## src/rtl/pshift_pkg.sv

```systemverilog
package pshift_pkg;

    // Position of the stream within the current line
    typedef enum logic [1:0] {
        ST_WAIT = 2'd0,   // no line start seen since reset
        ST_HEAD = 2'd1,   // first sample of the line taken
        ST_BODY = 2'd2    // two or more samples of the line taken
    } line_st_e;

    // Which earlier samples feed the interpolators for the incoming sample
    typedef enum logic [1:0] {
        SEL_SEED = 2'd0,  // line start: both taps are the current sample
        SEL_HEAD = 2'd1,  // second sample: luma uses previous, chroma seeds
        SEL_BODY = 2'd2   // steady state: luma n-1, chroma n-2
    } tap_sel_e;

endpackage

```

## src/rtl/pshift_ctrl.sv

```systemverilog
module pshift_ctrl
    import pshift_pkg::*;
#(
    parameter int PW = 5
) (
    input  logic          clk,
    input  logic          rst_n,
    input  logic          in_valid,
    input  logic          in_sol,
    input  logic [PW-1:0] skew_code,
    output logic          accept,
    output tap_sel_e      tap_sel,
    output logic [PW-1:0] phase
);

    line_st_e      state_q;
    line_st_e      state_d;
    logic [PW-1:0] skew_q;

    // State register
    always_ff @(posedge clk) begin
        if (!rst_n) begin
            state_q <= ST_WAIT;
        end else begin
            state_q <= state_d;
        end
    end

    // Next-state logic: OPEN, DROP, ADVANCE, RESTART, CONTINUE
    always_comb begin
        state_d = state_q;
        unique case (state_q)
            ST_WAIT: begin
                if (in_valid && in_sol) state_d = ST_HEAD;          // OPEN
            end
            ST_HEAD: begin
                if (in_valid) state_d = in_sol ? ST_HEAD : ST_BODY; // RESTART / ADVANCE
            end
            ST_BODY: begin
                if (in_valid && in_sol) state_d = ST_HEAD;          // RESTART
            end
            default: state_d = ST_WAIT;
        endcase
    end

    // Outputs decoded from state and the incoming sample
    always_comb begin
        accept  = in_valid && (in_sol || (state_q != ST_WAIT));
        phase   = in_sol ? skew_code : skew_q;
        tap_sel = SEL_BODY;
        unique case (state_q)
            ST_WAIT: tap_sel = SEL_SEED;
            ST_HEAD: tap_sel = in_sol ? SEL_SEED : SEL_BODY;
            ST_BODY: tap_sel = in_sol ? SEL_SEED : SEL_BODY;
            default: tap_sel = SEL_SEED;
        endcase
        // A sample right after the line start has only one chroma of its kind
        if ((state_q == ST_HEAD) && !in_sol) tap_sel = SEL_HEAD;
    end

    // Skew offset held for the whole line
    always_ff @(posedge clk) begin
        if (!rst_n) begin
            skew_q <= '0;
        end else if (in_valid && in_sol) begin
            skew_q <= skew_code;
        end
    end

endmodule

```

## src/rtl/pshift_lerp.sv

```systemverilog
module pshift_lerp #(
    parameter int DW = 8,
    parameter int PW = 5
) (
    input  logic          clk,
    input  logic          rst_n,
    input  logic          en,
    input  logic [DW-1:0] tap_a,
    input  logic [DW-1:0] tap_b,
    input  logic [PW-1:0] frac,
    output logic [DW-1:0] y
);

    localparam int SW   = DW + PW + 1;
    localparam int UNIT = 1 << PW;
    localparam int HALF = 1 << (PW - 1);

    logic [SW-1:0] w_a;
    logic [SW-1:0] w_b;
    logic [SW-1:0] acc;

    // Weighted sum with half-step bias for round-to-nearest
    always_comb begin
        w_b = SW'(frac);
        w_a = SW'(UNIT) - w_b;
        acc = w_a * SW'(tap_a) + w_b * SW'(tap_b) + SW'(HALF);
    end

    always_ff @(posedge clk) begin
        if (!rst_n) begin
            y <= '0;
        end else if (en) begin
            y <= acc[PW +: DW];
        end
    end

endmodule

```

## src/rtl/pshift_top.sv

```systemverilog
module pshift_top
    import pshift_pkg::*;
#(
    parameter int DW  = 8,
    parameter int LPW = 5,
    parameter int CPW = 3
) (
    input  logic           clk,
    input  logic           rst_n,
    input  logic           in_valid,
    input  logic           in_sol,
    input  logic [LPW-1:0] skew_code,
    input  logic [DW-1:0]  in_luma,
    input  logic [DW-1:0]  in_chroma,
    output logic           out_valid,
    output logic [DW-1:0]  out_luma,
    output logic [DW-1:0]  out_chroma
);

    localparam int CLSB = LPW - CPW;

    logic           accept;
    tap_sel_e       tap_sel;
    logic [LPW-1:0] phase;

    logic [DW-1:0]  y_prev;
    logic [DW-1:0]  c_h1;
    logic [DW-1:0]  c_h2;
    logic [DW-1:0]  y_a;
    logic [DW-1:0]  c_a;

    logic           s1_v;
    logic [DW-1:0]  s1_ya;
    logic [DW-1:0]  s1_yb;
    logic [DW-1:0]  s1_ca;
    logic [DW-1:0]  s1_cb;
    logic [LPW-1:0] s1_ph;

    pshift_ctrl #(.PW(LPW)) u_ctrl (
        .clk       (clk),
        .rst_n     (rst_n),
        .in_valid  (in_valid),
        .in_sol    (in_sol),
        .skew_code (skew_code),
        .accept    (accept),
        .tap_sel   (tap_sel),
        .phase     (phase)
    );

    // Sample history inside the line
    always_ff @(posedge clk) begin
        if (!rst_n) begin
            y_prev <= '0;
            c_h1   <= '0;
            c_h2   <= '0;
        end else if (accept) begin
            y_prev <= in_luma;
            c_h1   <= in_chroma;
            c_h2   <= (tap_sel == SEL_SEED) ? in_chroma : c_h1;
        end
    end

    // Earlier tap per path
    always_comb begin
        y_a = y_prev;
        c_a = in_chroma;
        unique case (tap_sel)
            SEL_SEED: begin y_a = in_luma; c_a = in_chroma; end
            SEL_HEAD: begin y_a = y_prev;  c_a = in_chroma; end
            SEL_BODY: begin y_a = y_prev;  c_a = c_h2;      end
            default:  begin y_a = in_luma; c_a = in_chroma; end
        endcase
    end

    // Stage 1: tap registers
    always_ff @(posedge clk) begin
        if (!rst_n) begin
            s1_v  <= 1'b0;
            s1_ya <= '0;
            s1_yb <= '0;
            s1_ca <= '0;
            s1_cb <= '0;
            s1_ph <= '0;
        end else begin
            s1_v <= accept;
            if (accept) begin
                s1_ya <= y_a;
                s1_yb <= in_luma;
                s1_ca <= c_a;
                s1_cb <= in_chroma;
                s1_ph <= phase;
            end
        end
    end

    // Stage 2: interpolators, one per path resolution
    pshift_lerp #(.DW(DW), .PW(LPW)) u_lerp_y (
        .clk   (clk),
        .rst_n (rst_n),
        .en    (s1_v),
        .tap_a (s1_ya),
        .tap_b (s1_yb),
        .frac  (s1_ph),
        .y     (out_luma)
    );

    generate
        if (CPW == LPW) begin : g_c_full
            pshift_lerp #(.DW(DW), .PW(CPW)) u_lerp_c (
                .clk   (clk),
                .rst_n (rst_n),
                .en    (s1_v),
                .tap_a (s1_ca),
                .tap_b (s1_cb),
                .frac  (s1_ph),
                .y     (out_chroma)
            );
        end else begin : g_c_coarse
            pshift_lerp #(.DW(DW), .PW(CPW)) u_lerp_c (
                .clk   (clk),
                .rst_n (rst_n),
                .en    (s1_v),
                .tap_a (s1_ca),
                .tap_b (s1_cb),
                .frac  (s1_ph[CLSB +: CPW]),
                .y     (out_chroma)
            );
        end
    endgenerate

    always_ff @(posedge clk) begin
        if (!rst_n) begin
            out_valid <= 1'b0;
        end else begin
            out_valid <= s1_v;
        end
    end

endmodule

```

## config.mk

```make
export PLATFORM = sky130hd
export DESIGN_NAME = pshift_top
export DESIGN_NICKNAME = d
export VERILOG_FILES = /design/src/rtl/pshift_pkg.sv /design/src/rtl/pshift_ctrl.sv /design/src/rtl/pshift_lerp.sv /design/src/rtl/pshift_top.sv
export SDC_FILE = /design/constraint.sdc
export NUM_CORES = 1
export LEC_CHECK = 0
export BUFFER_PORTS_ARGS = -buffer_cell sky130_fd_sc_hd__buf_2
export CORE_ASPECT_RATIO = 0.75
export CORE_MARGIN = 2
export CORE_UTILIZATION = 50
export DETAILED_ROUTE_END_ITERATION = 12
export PLACE_DENSITY = 0.67
export SETUP_SLACK_MARGIN = 0.3
export SYNTH_ARGS = -nofsm -noshare
export SYNTH_HDL_FRONTEND = slang
export SYNTH_SLANG_ARGS = --single-unit
```

## constraint.sdc

```tcl
create_clock -name clk -period 15.6 [get_ports clk]
set_input_delay 0 -clock clk [delete_from_list [all_inputs] [get_ports clk]]
set_output_delay 0 -clock clk [all_outputs]
set_load 0.005 [all_outputs]
```

==> out/qor.yml, run 1 <==
outcome: "complete, no violations"
r2r-start: "s1_ph[2]"
drc: 0
place_hpwl_mm: 12.21
pwr_density_cell_nw_per_um2: 76.95
h-tree-depth: 3
path_class: "register to register"
finalWorstSetupSlack_ns: 9.161
crit_required_ns: 15.78
cts_num_sinks: 70
drtIter0Drc: 246
syn2layout_area_growth_pct: 11.53
pin_count: 42
crit_start: "s1_ph[2]"
fin_tns_setup_ns: 0
ys_seq_elements: 70
antenna_cells: 0
grt_pass1_wl_mm: 26.39
cp_max_fo: 28
via_per_inst: 4.970
grt_pass1_vias: 5140
hp-class: "input port to register"
cts-root-buf: "clkbuf_16"
ys_types: 45
syn_nets: 1048
finalPower_mw: 0.6592
fp-row-count: 39
drive_above_1_share: 0.07848
final_common_cell: "inv_1"
fin_crit_ns: 6.439
nNetsFinal: 1091
crit_arrival_ns: 6.62
gp_congestion: 0.8555
hold_violations: 0
fp.dieArea_sq_um: 16380
reg2reg_slack_ns: 9.16
start_util: 0.5077
cap_viol_max_count: 0
dpl-instance-area_sq_um: 8033
insertion_delay_ns: 0.34
cts_setup_buffers: 0
max_slew_margin: 0.3419
hp-start: "in_valid"
ys_seq_area_frac: 0.1825
drtPass1Iterations: 5
vias: 5452
cts_tree: "done"
yosys_warnings: 0
nFillCells: 1360
fp.dieW_um: 147.1
stdcell_area_sq_um: 8566
clock_skew_ns: 0.006683
tightest_slew_ns: 0.9858
syn-cell-area_sq_um: 7680
finalCritPeriodShare: 0.4127
numCtsBuffers: 9
rsz0062_at_grt: "false"
finalSetupViolations: 0
coreArea_sq_um: 15130
multi_input_area_sq_um: 5610
vdd.ir_drop.worst_v: 0.00005041
routed_wl_mm: 15.45
cts_buffer_depth: 2
port_buffers: 41
whs_ns: 0.03567
grt_start_max_net_pins: 78
regArea_sq_um: 1401
grt_usage: 0.1996
path_clk_slew_ns: 0.06
slew_violations: 0
grt_overflow: 0
syn_inst: 844
avgSynthCellArea_sq_um: 9.099
max_freq_ghz: 0.1553
crit_path_end_kind: "register"
leakage_nw: 4.520
crit_path_start_kind: "register"
wl_per_cell_um: 14.08
chipHeight_um: 111.3
ant_nets: 0
antenna_found_initial: 0
post-place-ws_ns: 9.198
layout_common_cells: "inv_1 (138), nand2_1 (132), fa_1 (93)"
-- path summary, 6_finish.rpt --
kind	end	cells past startpoint
hold / removal	u_ctrl.state_q[0]	2
setup / recovery	u_lerp_y.y[7]	20
hold reg to reg	u_ctrl.skew_q[2]	2
setup reg to reg	u_lerp_y.y[7]	20
-- cells by family after synthesis --
| kind of cell | count (synthesis) | synth area share |
|---|---|---|
| simple gates | 269 | 0.1766 |
| fa+ha+maj | 179 | 0.3825 |
| buf+inv | 174 | 0.08846 |
| compound gates | 92 | 0.09482 |
| flops | 70 | 0.1825 |
| mux | 35 | 0.04562 |
| xor+xnor | 25 | 0.02949 |
-- final cells by class --
cell class | instances | share of cell area
clock buffers | 10 | 0.02673
clock inverters | 6 | 0.01096
inverters | 139 | 0.06091
multi-input cells | 600 | 0.6550
flip-flops and latches | 70 | 0.1636
well taps | 205 | 0.02994
repair buffers | 67 | 0.05288
-- cells in the mapped netlist, drive strengths merged --
cell type  instances  share of area
mux2i             35          0.046
nor3b              1        0.00098
o21ai             13         0.0094
inv              138          0.067
a21o               3         0.0029
xnor2             20          0.024
xor2               5         0.0057
o211a             30          0.039
dfxtp             70           0.18
or3b               1         0.0011
a21boi            23          0.022
buf               15          0.011
nand3             12         0.0078
o21bai             2         0.0020
a221oi             2         0.0031
clkinv             1        0.00049
a31oi              3         0.0024
and2              87          0.071
nand4b             4         0.0046
clkbuf            20         0.0098
fa                93           0.24
and4b              1         0.0013
nand2            133          0.066
a21oi             10         0.0065
nor3               6         0.0054
o211ai             3         0.0029
a32oi              1         0.0011
o41a               1         0.0015
nand3b             2         0.0020
nand4              3         0.0024
nor2b             12         0.0098
ha                86           0.14
or2                1        0.00082
a41o               1         0.0013
nor2               4         0.0020
and3               2         0.0016
-- state kept, by name, summed over array words and instances (netlist names) --
| register | cells |
|---|---|
| out_valid | 1 |
| u_ctrl.state_q | 2 |
| s1_ca | 8 |
| s1_cb | 8 |
| c_h2 | 8 |
| s1_yb | 8 |
| u_ctrl.skew_q | 5 |
| u_lerp_y.y | 8 |
| s1_v | 1 |
| g_c_coarse.u_lerp_c.y | 8 |
| s1_ph | 5 |
| s1_ya | 8 |
-- per-stage QoR --
step / utilization / cells
after global routing: 0.5663 / 1097
final: 0.5663 / 1097
after detailed placement: 0.5310 / 1060
after CTS: 0.5663 / 1097
after floorplan: - / 844
after global placement: 0.5310 / 1060
-- worst max-delay path, stage by stage (launching register included) --
cell and delay, ns:
dfxtp_1 0.97, inv_1 0.11, ha_1 0.26, nand2_1 0.09, xor2_1 0.47, nand2_1 0.15
fa_1 0.52, inv_1 0.05, fa_1 0.51, fa_1 0.44, fa_1 0.55, inv_1 0.05
fa_1 0.53, inv_1 0.04, ha_1 0.29, ha_1 0.35, and3_1 0.18, a221oi_2 0.34
o21ai_1 0.13, xnor2_1 0.16, a21oi_1 0.08
-- repair_timing --
action | 4_1_cts | 5_1_grt
hold buffers | 21 | 0
resized for setup | 0 | 0
hold endpoints to repair | 21 | 0
-- report_power, final --
group,leakage [nW],total [mW],internal [mW],switching [mW]
Combinational,3.79,0.224,0.100,0.124
Sequential,0.574,0.212,0.192,0.0198
Clock,0.153,0.224,0.141,0.0824
-- layer usage --
metal | track usage | part of all wire | vias to the layer above
met5 | 0 | 0 | -
met4 | 0.02692 | 0.0050 | 0
met3 | 0.04098 | 0.054 | 8
met2 | 0.2664 | 0.38 | 100
met1 | 0.3338 | 0.56 | 2574
li1 | - | - | 2770
(Power assumes the default switching activity.)
==> inputs of run 2 (changes only) <==
==> constraint.sdc (replaced) <==
create_clock -name clk -period 6.35 [get_ports clk]
set_input_delay 0 -clock clk [delete_from_list [all_inputs] [get_ports clk]]
set_output_delay 0 -clock clk [all_outputs]
set_load 0.005 [all_outputs]
==> run 2 against run 1 <==
Against the previous run:
- worst hold slack gained 0.068 ns
- sequential power up 140%
- critical endpoint unchanged
- flip-flop and latch count unchanged
- via count is 0.11% higher
- largest cell class unchanged
==> out/qor.yml, run 2 (synthesized netlist as in run 1, its figures left out) <==
outcome: "complete, no violations"
place_hpwl_mm: 12.51  # +2.4%
pwr-share-comb: 0.343  # +0.003
finalCritPeriodShare: 0.9020  # +0.4893
wl_per_cell_um: 14.34  # +1.8%
gp_congestion: 0.8286  # -3.1%
antenna_cells: 0  # unchanged
dr_wl_met2_mm: 6.162  # +3.7%
start_util: 0.5077  # unchanged
p_int_mw: 1.123  # +160%
clkPwrFrac: 0.353  # +0.014
drtPass1Iterations: 4  # -1
whs_ns: 0.1039  # +0.06819 ns
nNetsFinal: 1100  # +0.82%
rsz0062_at_grt: "false"
post-place-cells: 1068  # +0.75%
layout_common_cells: "inv_1 (138), nand2_1 (132), fa_1 (93)"
vias: 5458  # +0.11%
grt_overflow: 0  # unchanged
max_slew_margin: 0.4539  # +0.1120
hp-class: "input port to register"
wl_met1_mm: 8.600  # about the same
crit_required_ns: 6.54  # -9.24 ns
crit_arrival_ns: 5.92  # -0.70 ns
cts_num_sinks: 70  # unchanged
path_class: "register to register"
clock_skew_ns: 0.01242  # +0.005738 ns
finalWorstSetupSlack_ns: 0.6222  # -8.539 ns
drive_above_1_share: 0.09111  # +0.01264
highest_layer: "met4"
cts_buffer_depth: 2  # unchanged
cts-root-buf: "clkbuf_16"
max_freq_ghz: 0.1746  # +12%
pwr_density_cell_nw_per_um2: 193.5  # +150%
dr_wl_met3_um: 969  # +17%
slew_violations: 0  # unchanged
crit_path_start_kind: "register"
fin_cells: 1105  # +0.73%
leakage_nw: 4.590  # +1.6%
final_common_cell: "inv_1"
coreArea_sq_um: 15130  # unchanged
cts_setup_buffers: 0  # unchanged
grt_start_max_net_pins: 78  # unchanged
vdd.ir_drop.worst_v: 0.0001265  # +150%
swShare: 0.3316  # -0.01121
insertion_delay_ns: 0.35  # about the same
crit_path_end_kind: "register"
tightest_slew_ns: 0.8181  # -0.1677 ns
fp.dieArea_sq_um: 16380  # unchanged
cts_tree: "done"
port_buffers: 41  # unchanged
switching_power_mw: 0.5572  # +150%
finalSetupViolations: 0  # unchanged
via_per_inst: 4.939  # -0.61%
h-tree-depth: 3  # unchanged
drtIter0Drc: 215  # -13%
fp.dieW_um: 147.1  # unchanged
cap_viol_max_count: 0  # unchanged
grt_pass1_wl_mm: 26.51  # +0.47%
antenna_found_initial: 0  # unchanged
seqPwrFrac: 0.304  # -0.017
hold_violations: 0  # unchanged
finalPower_mw: 1.680  # +150%
path_clk_slew_ns: 0.06  # about the same
numCtsBuffers: 9  # unchanged
chipHeight_um: 111.3  # unchanged
fin_tns_setup_ns: 0  # unchanged
pin_count: 42  # unchanged
ant_nets: 0  # unchanged
routed_wl_mm: 15.84  # +2.5%
nFillCells: 1340  # -1.5%
post-place-ws_ns: 0.4282  # -8.770 ns
fin_crit_ns: 5.728  # -0.7111 ns
cp_max_fo: 18  # -36%
fp-row-count: 39  # unchanged
grt_usage: 0.2027  # +0.003030
syn2layout_area_growth_pct: 13.05
grt_pass1_vias: 5248  # +2.1%
drc: 0  # unchanged
[run 2: per-stage QoR]
stage            util  instance area (sq um)
6_report       0.5739                   8682
4_1_cts        0.5724                   8658
5_1_grt        0.5739                   8682
2_1_floorplan       -                   7680
3_3_place_gp   0.5350                   8093
3_5_place_dp   0.5350                   8093
[run 2: worst paths after layout]
path / from / endpoint / slack, ns / cells after the start
min: in_sol / u_ctrl.skew_q[3] / 0.10 / 3
min reg2reg: u_lerp_y.y[4] / u_lerp_y.y[4] / 0.46 / 2
max: s1_ph[0] / u_lerp_y.y[7] / 0.62 / 20
max reg2reg: s1_ph[0] / u_lerp_y.y[7] / 0.62 / 20
[run 2: routing by layer]
metal | vias up | GRT usage
met5 | - | 0
met4 | 0 | 0.03077
met3 | 12 | 0.05697
met2 | 97 | 0.2776
met1 | 2563 | 0.3216
li1 | 2786 | -
[run 2: critical path, cell delays in order, from the launching register on]
cell	delay (ns)
dfxtp_1	0.31
buf_4	0.19
nor3_1	0.31
xnor2_2	0.23
nand2_1	0.14
fa_1	0.55
inv_1	0.05
fa_1	0.50
inv_1	0.06
fa_1	0.48
fa_1	0.49
inv_1	0.05
fa_1	0.43
ha_1	0.29
ha_1	0.34
a21o_1	0.19
a21o_1	0.20
a221oi_2	0.35
o21ai_1	0.14
xnor2_1	0.17
a21oi_1	0.08
[run 2: what timing repair did]
item | CTS | global route
gates resized for setup | 0 | 4
endpoints found under the setup margin | 0 | 3
endpoints found under the hold margin | 22 | 0
hold buffers | 22 | 0
[run 2: cell type report]
| cell class | instances | area [sq um] | share of cell area |
|---|---|---|---|
| Sequential cell | 70 | 1403 | 0.1616 |
| Tap cell | 205 | 256.5 | 0.02954 |
| Multi-Input combinational cell | 600 | 5633 | 0.6488 |
| Clock inverter | 5 | 106.4 | 0.01225 |
| Inverter | 139 | 521.8 | 0.06010 |
| Clock buffer | 10 | 239.0 | 0.02753 |
| Timing Repair Buffer | 76 | 523.0 | 0.06024 |
[run 2: power by group through the flow]
stage | Combinational, mW | Sequential, mW | Clock (mW)
2_1_floorplan | 0.434 | 0.503 | 0
3_3_place_gp | 0.550 | 0.518 | 0
3_5_place_dp | 0.565 | 0.519 | 0
4_1_cts | 0.581 | 0.509 | 0.604
5_1_grt | 0.660 | 0.516 | 0.620
6_report | 0.577 | 0.510 | 0.593
==> inputs of run 3 (changes only) <==
--- a/config.mk
+++ b/config.mk
@@ -6,11 +6,13 @@
 export NUM_CORES = 1
 export LEC_CHECK = 0
 export BUFFER_PORTS_ARGS = -buffer_cell sky130_fd_sc_hd__buf_2
+export CELL_PAD_IN_SITES_DETAIL_PLACEMENT = 0
+export CELL_PAD_IN_SITES_GLOBAL_PLACEMENT = 1
 export CORE_ASPECT_RATIO = 0.75
 export CORE_MARGIN = 2
-export CORE_UTILIZATION = 50
+export CORE_UTILIZATION = 49
 export DETAILED_ROUTE_END_ITERATION = 12
-export PLACE_DENSITY = 0.67
+export PLACE_DENSITY_LB_ADDON = 0.1
 export SETUP_SLACK_MARGIN = 0.3
 export SYNTH_ARGS = -nofsm -noshare
 export SYNTH_HDL_FRONTEND = slang
==> run 3 against run 2 <==
Against the previous run:
- largest cell class unchanged
- core utilization down 0.93 points
- clock power fell by 12%
- sequential share of layout area increased by 0.093 points
- total power decreased by 3.7%
- via count is 3.2% higher
- routed wire length rose by 8.3%
==> out/qor.yml, run 3 (synthesized netlist as in run 1, its figures left out) <==
outcome: "complete, no violations"
cts_buffer_depth: 2  # unchanged
p_int_mw: 1.046  # -6.9%
slowest_delay_ns: 0.52  # -0.03 ns
crit_path_top_delay_cell: "fa_1"
drc: 0  # unchanged
drtIter0Drc: 235  # +9.3%
crit_required_ns: 6.54  # about the same
port_buffers: 41  # unchanged
cp_top_family: "adder cells"
cts_tree: "done"
gp_congestion: 0.8842  # +6.7%
wl_per_cell_um: 15.55  # +8.5%
leakage_nw: 4.561  # -0.63%
dpl-instance-area_sq_um: 8068  # -0.31%
slew_violations: 0  # unchanged
final_util: 0.5647  # -0.009269
grt_pass1_wl_mm: 29.26  # +10%
antenna_found_initial: 0  # unchanged
stdcell_area_sq_um: 8625  # -0.66%
seqPwrFrac: 0.315  # +0.011
max_freq_ghz: 0.1725  # -1.2%
grt_usage: 0.2229  # +0.02024
rsz0062_at_grt: "false"
clkPwrFrac: 0.323  # -0.030
insertion_delay_ns: 0.34  # about the same
fin_crit_ns: 5.797  # +0.06950 ns
layout_common_cells: "inv_1 (138), nand2_1 (132), fa_1 (93)"
pwr-share-comb: 0.362  # +0.019
vdd.ir_drop.worst_v: 0.0001324  # +4.6%
cts-root-buf: "clkbuf_16"
crit_buf_inv: 2  # -2
clock_skew_ns: 0.01107  # -0.001353 ns
cap_viol_max_count: 0  # unchanged
crit_start: "s1_ph[1]"
hp-start: "in_valid"
coreArea_sq_um: 15270  # +0.97%
max_slew_margin: 0.3325  # -0.1214
numCtsBuffers: 9  # unchanged
fp.dieW_um: 148.6  # +0.99%
fp.dieArea_sq_um: 16700  # +2.0%
drtPass1Iterations: 4  # unchanged
grt_overflow: 0  # unchanged
switching_power_mw: 0.5723  # +2.7%
crit_arrival_ns: 5.98  # +0.06 ns
place_hpwl_mm: 13.77  # +10%
path_clk_slew_ns: 0.06  # about the same
r2r-start: "s1_ph[1]"
start_util: 0.5028  # -0.004866
antenna_cells: 0  # unchanged
path_cells: "inv_1 -> ha_1 -> nand2_1 -> xor2_2 -> nand2_1 -> fa_1 -> fa_1 -> inv_1 -> fa_1 -> fa_1 -> fa_1 -> ha_1 -> ha_1 -> and2_1 -> and3_1 -> a221oi_2 -> o21ai_1 -> xnor2_1 -> a21oi_1"
cts_num_sinks: 70  # unchanged
crit_path_start_kind: "register"
hold_violations: 0  # unchanged
pin_count: 42  # unchanged
swShare: 0.3536  # +0.02203
drive_above_1_share: 0.09131  # +0.0002029
hp-class: "input port to register"
final_common_cell: "inv_1"
vias: 5633  # +3.2%
path_class: "register to register"
tightest_slew_ns: 0.9969  # +0.1789 ns
cp_max_fo: 11  # -7
pwr_density_cell_nw_per_um2: 187.7  # -3.0%
finalSetupViolations: 0  # unchanged
crit_path_frequent_cell: "fa_1"
grt_start_max_net_pins: 78  # unchanged
h-tree-depth: 3  # unchanged
fp-row-count: 39  # unchanged
ant_nets: 0  # unchanged
syn2layout_area_growth_pct: 12.30
grt_pass1_vias: 5738  # +9.3%
routed_wl_mm: 17.16  # +8.3%
via_per_inst: 5.107  # +3.4%
finalCritPeriodShare: 0.9130  # +0.01094
fin_tns_setup_ns: 0  # unchanged
crit_path_end_kind: "register"
chipHeight_um: 112.4  # +0.98%
nNetsFinal: 1097  # -0.27%
==> run 3: worst paths after layout <==
path	endpoint	slack, ns	depth (start not counted)
max reg2reg	u_lerp_y.y[7]	0.55	19
min reg2reg	u_ctrl.skew_q[3]	0.47	2
max	u_lerp_y.y[7]	0.55	19
min	u_ctrl.state_q[0]	0.04	2
==> run 3: area by class of cell <==
type | instances | area [sq um]
inverters | 139 | 521.8
fillers | 1423 | 6649
clock inverters | 6 | 68.82
flip-flops and latches | 70 | 1401
clock buffers | 10 | 239.0
repair buffers | 73 | 498.0
well taps | 205 | 256.5
multi-input cells | 600 | 5639
==> run 3: power by group through the flow <==
stage / Sequential [mW] / Combinational (mW) / Clock [mW]
after global routing: 0.515 / 0.677 / 0.560
after CTS: 0.509 / 0.590 / 0.537
after global placement: 0.517 / 0.554 / 0
after floorplan: 0.503 / 0.434 / 0
after detailed placement: 0.519 / 0.573 / 0
final: 0.510 / 0.587 / 0.522
==> run 3: repair_timing <==
item                                    in CTS  in global routing
endpoints found under the setup margin       0                  5
hold buffers                                21                  0
endpoints found under the hold margin       21                  0
gates resized for setup                      0                  4
setup buffers                                0                  2
==> run 3: layer usage <==
| layer | global-route usage | part of all wire |
|---|---|---|
| met2 | 0.3151 | 0.39 |
| met1 | 0.3496 | 0.55 |
| met5 | 0 | 0 |
| met4 | 0.04825 | 0.0083 |
| met3 | 0.04634 | 0.058 |
==> run 3: through the flow <==
stage                     std cells  hold WS [ns]  power [mW]  worst slack (ns)
after floorplan                 844        0.1449      0.9362            0.5019
after global placement         1064        0.2648       1.071            0.4978
after detailed placement       1064        0.2810       1.091            0.4154
after CTS                      1101       0.03025       1.636            0.3876
after global routing           1103       0.05308       1.752            0.3263
final                          1103       0.04443       1.619            0.5527
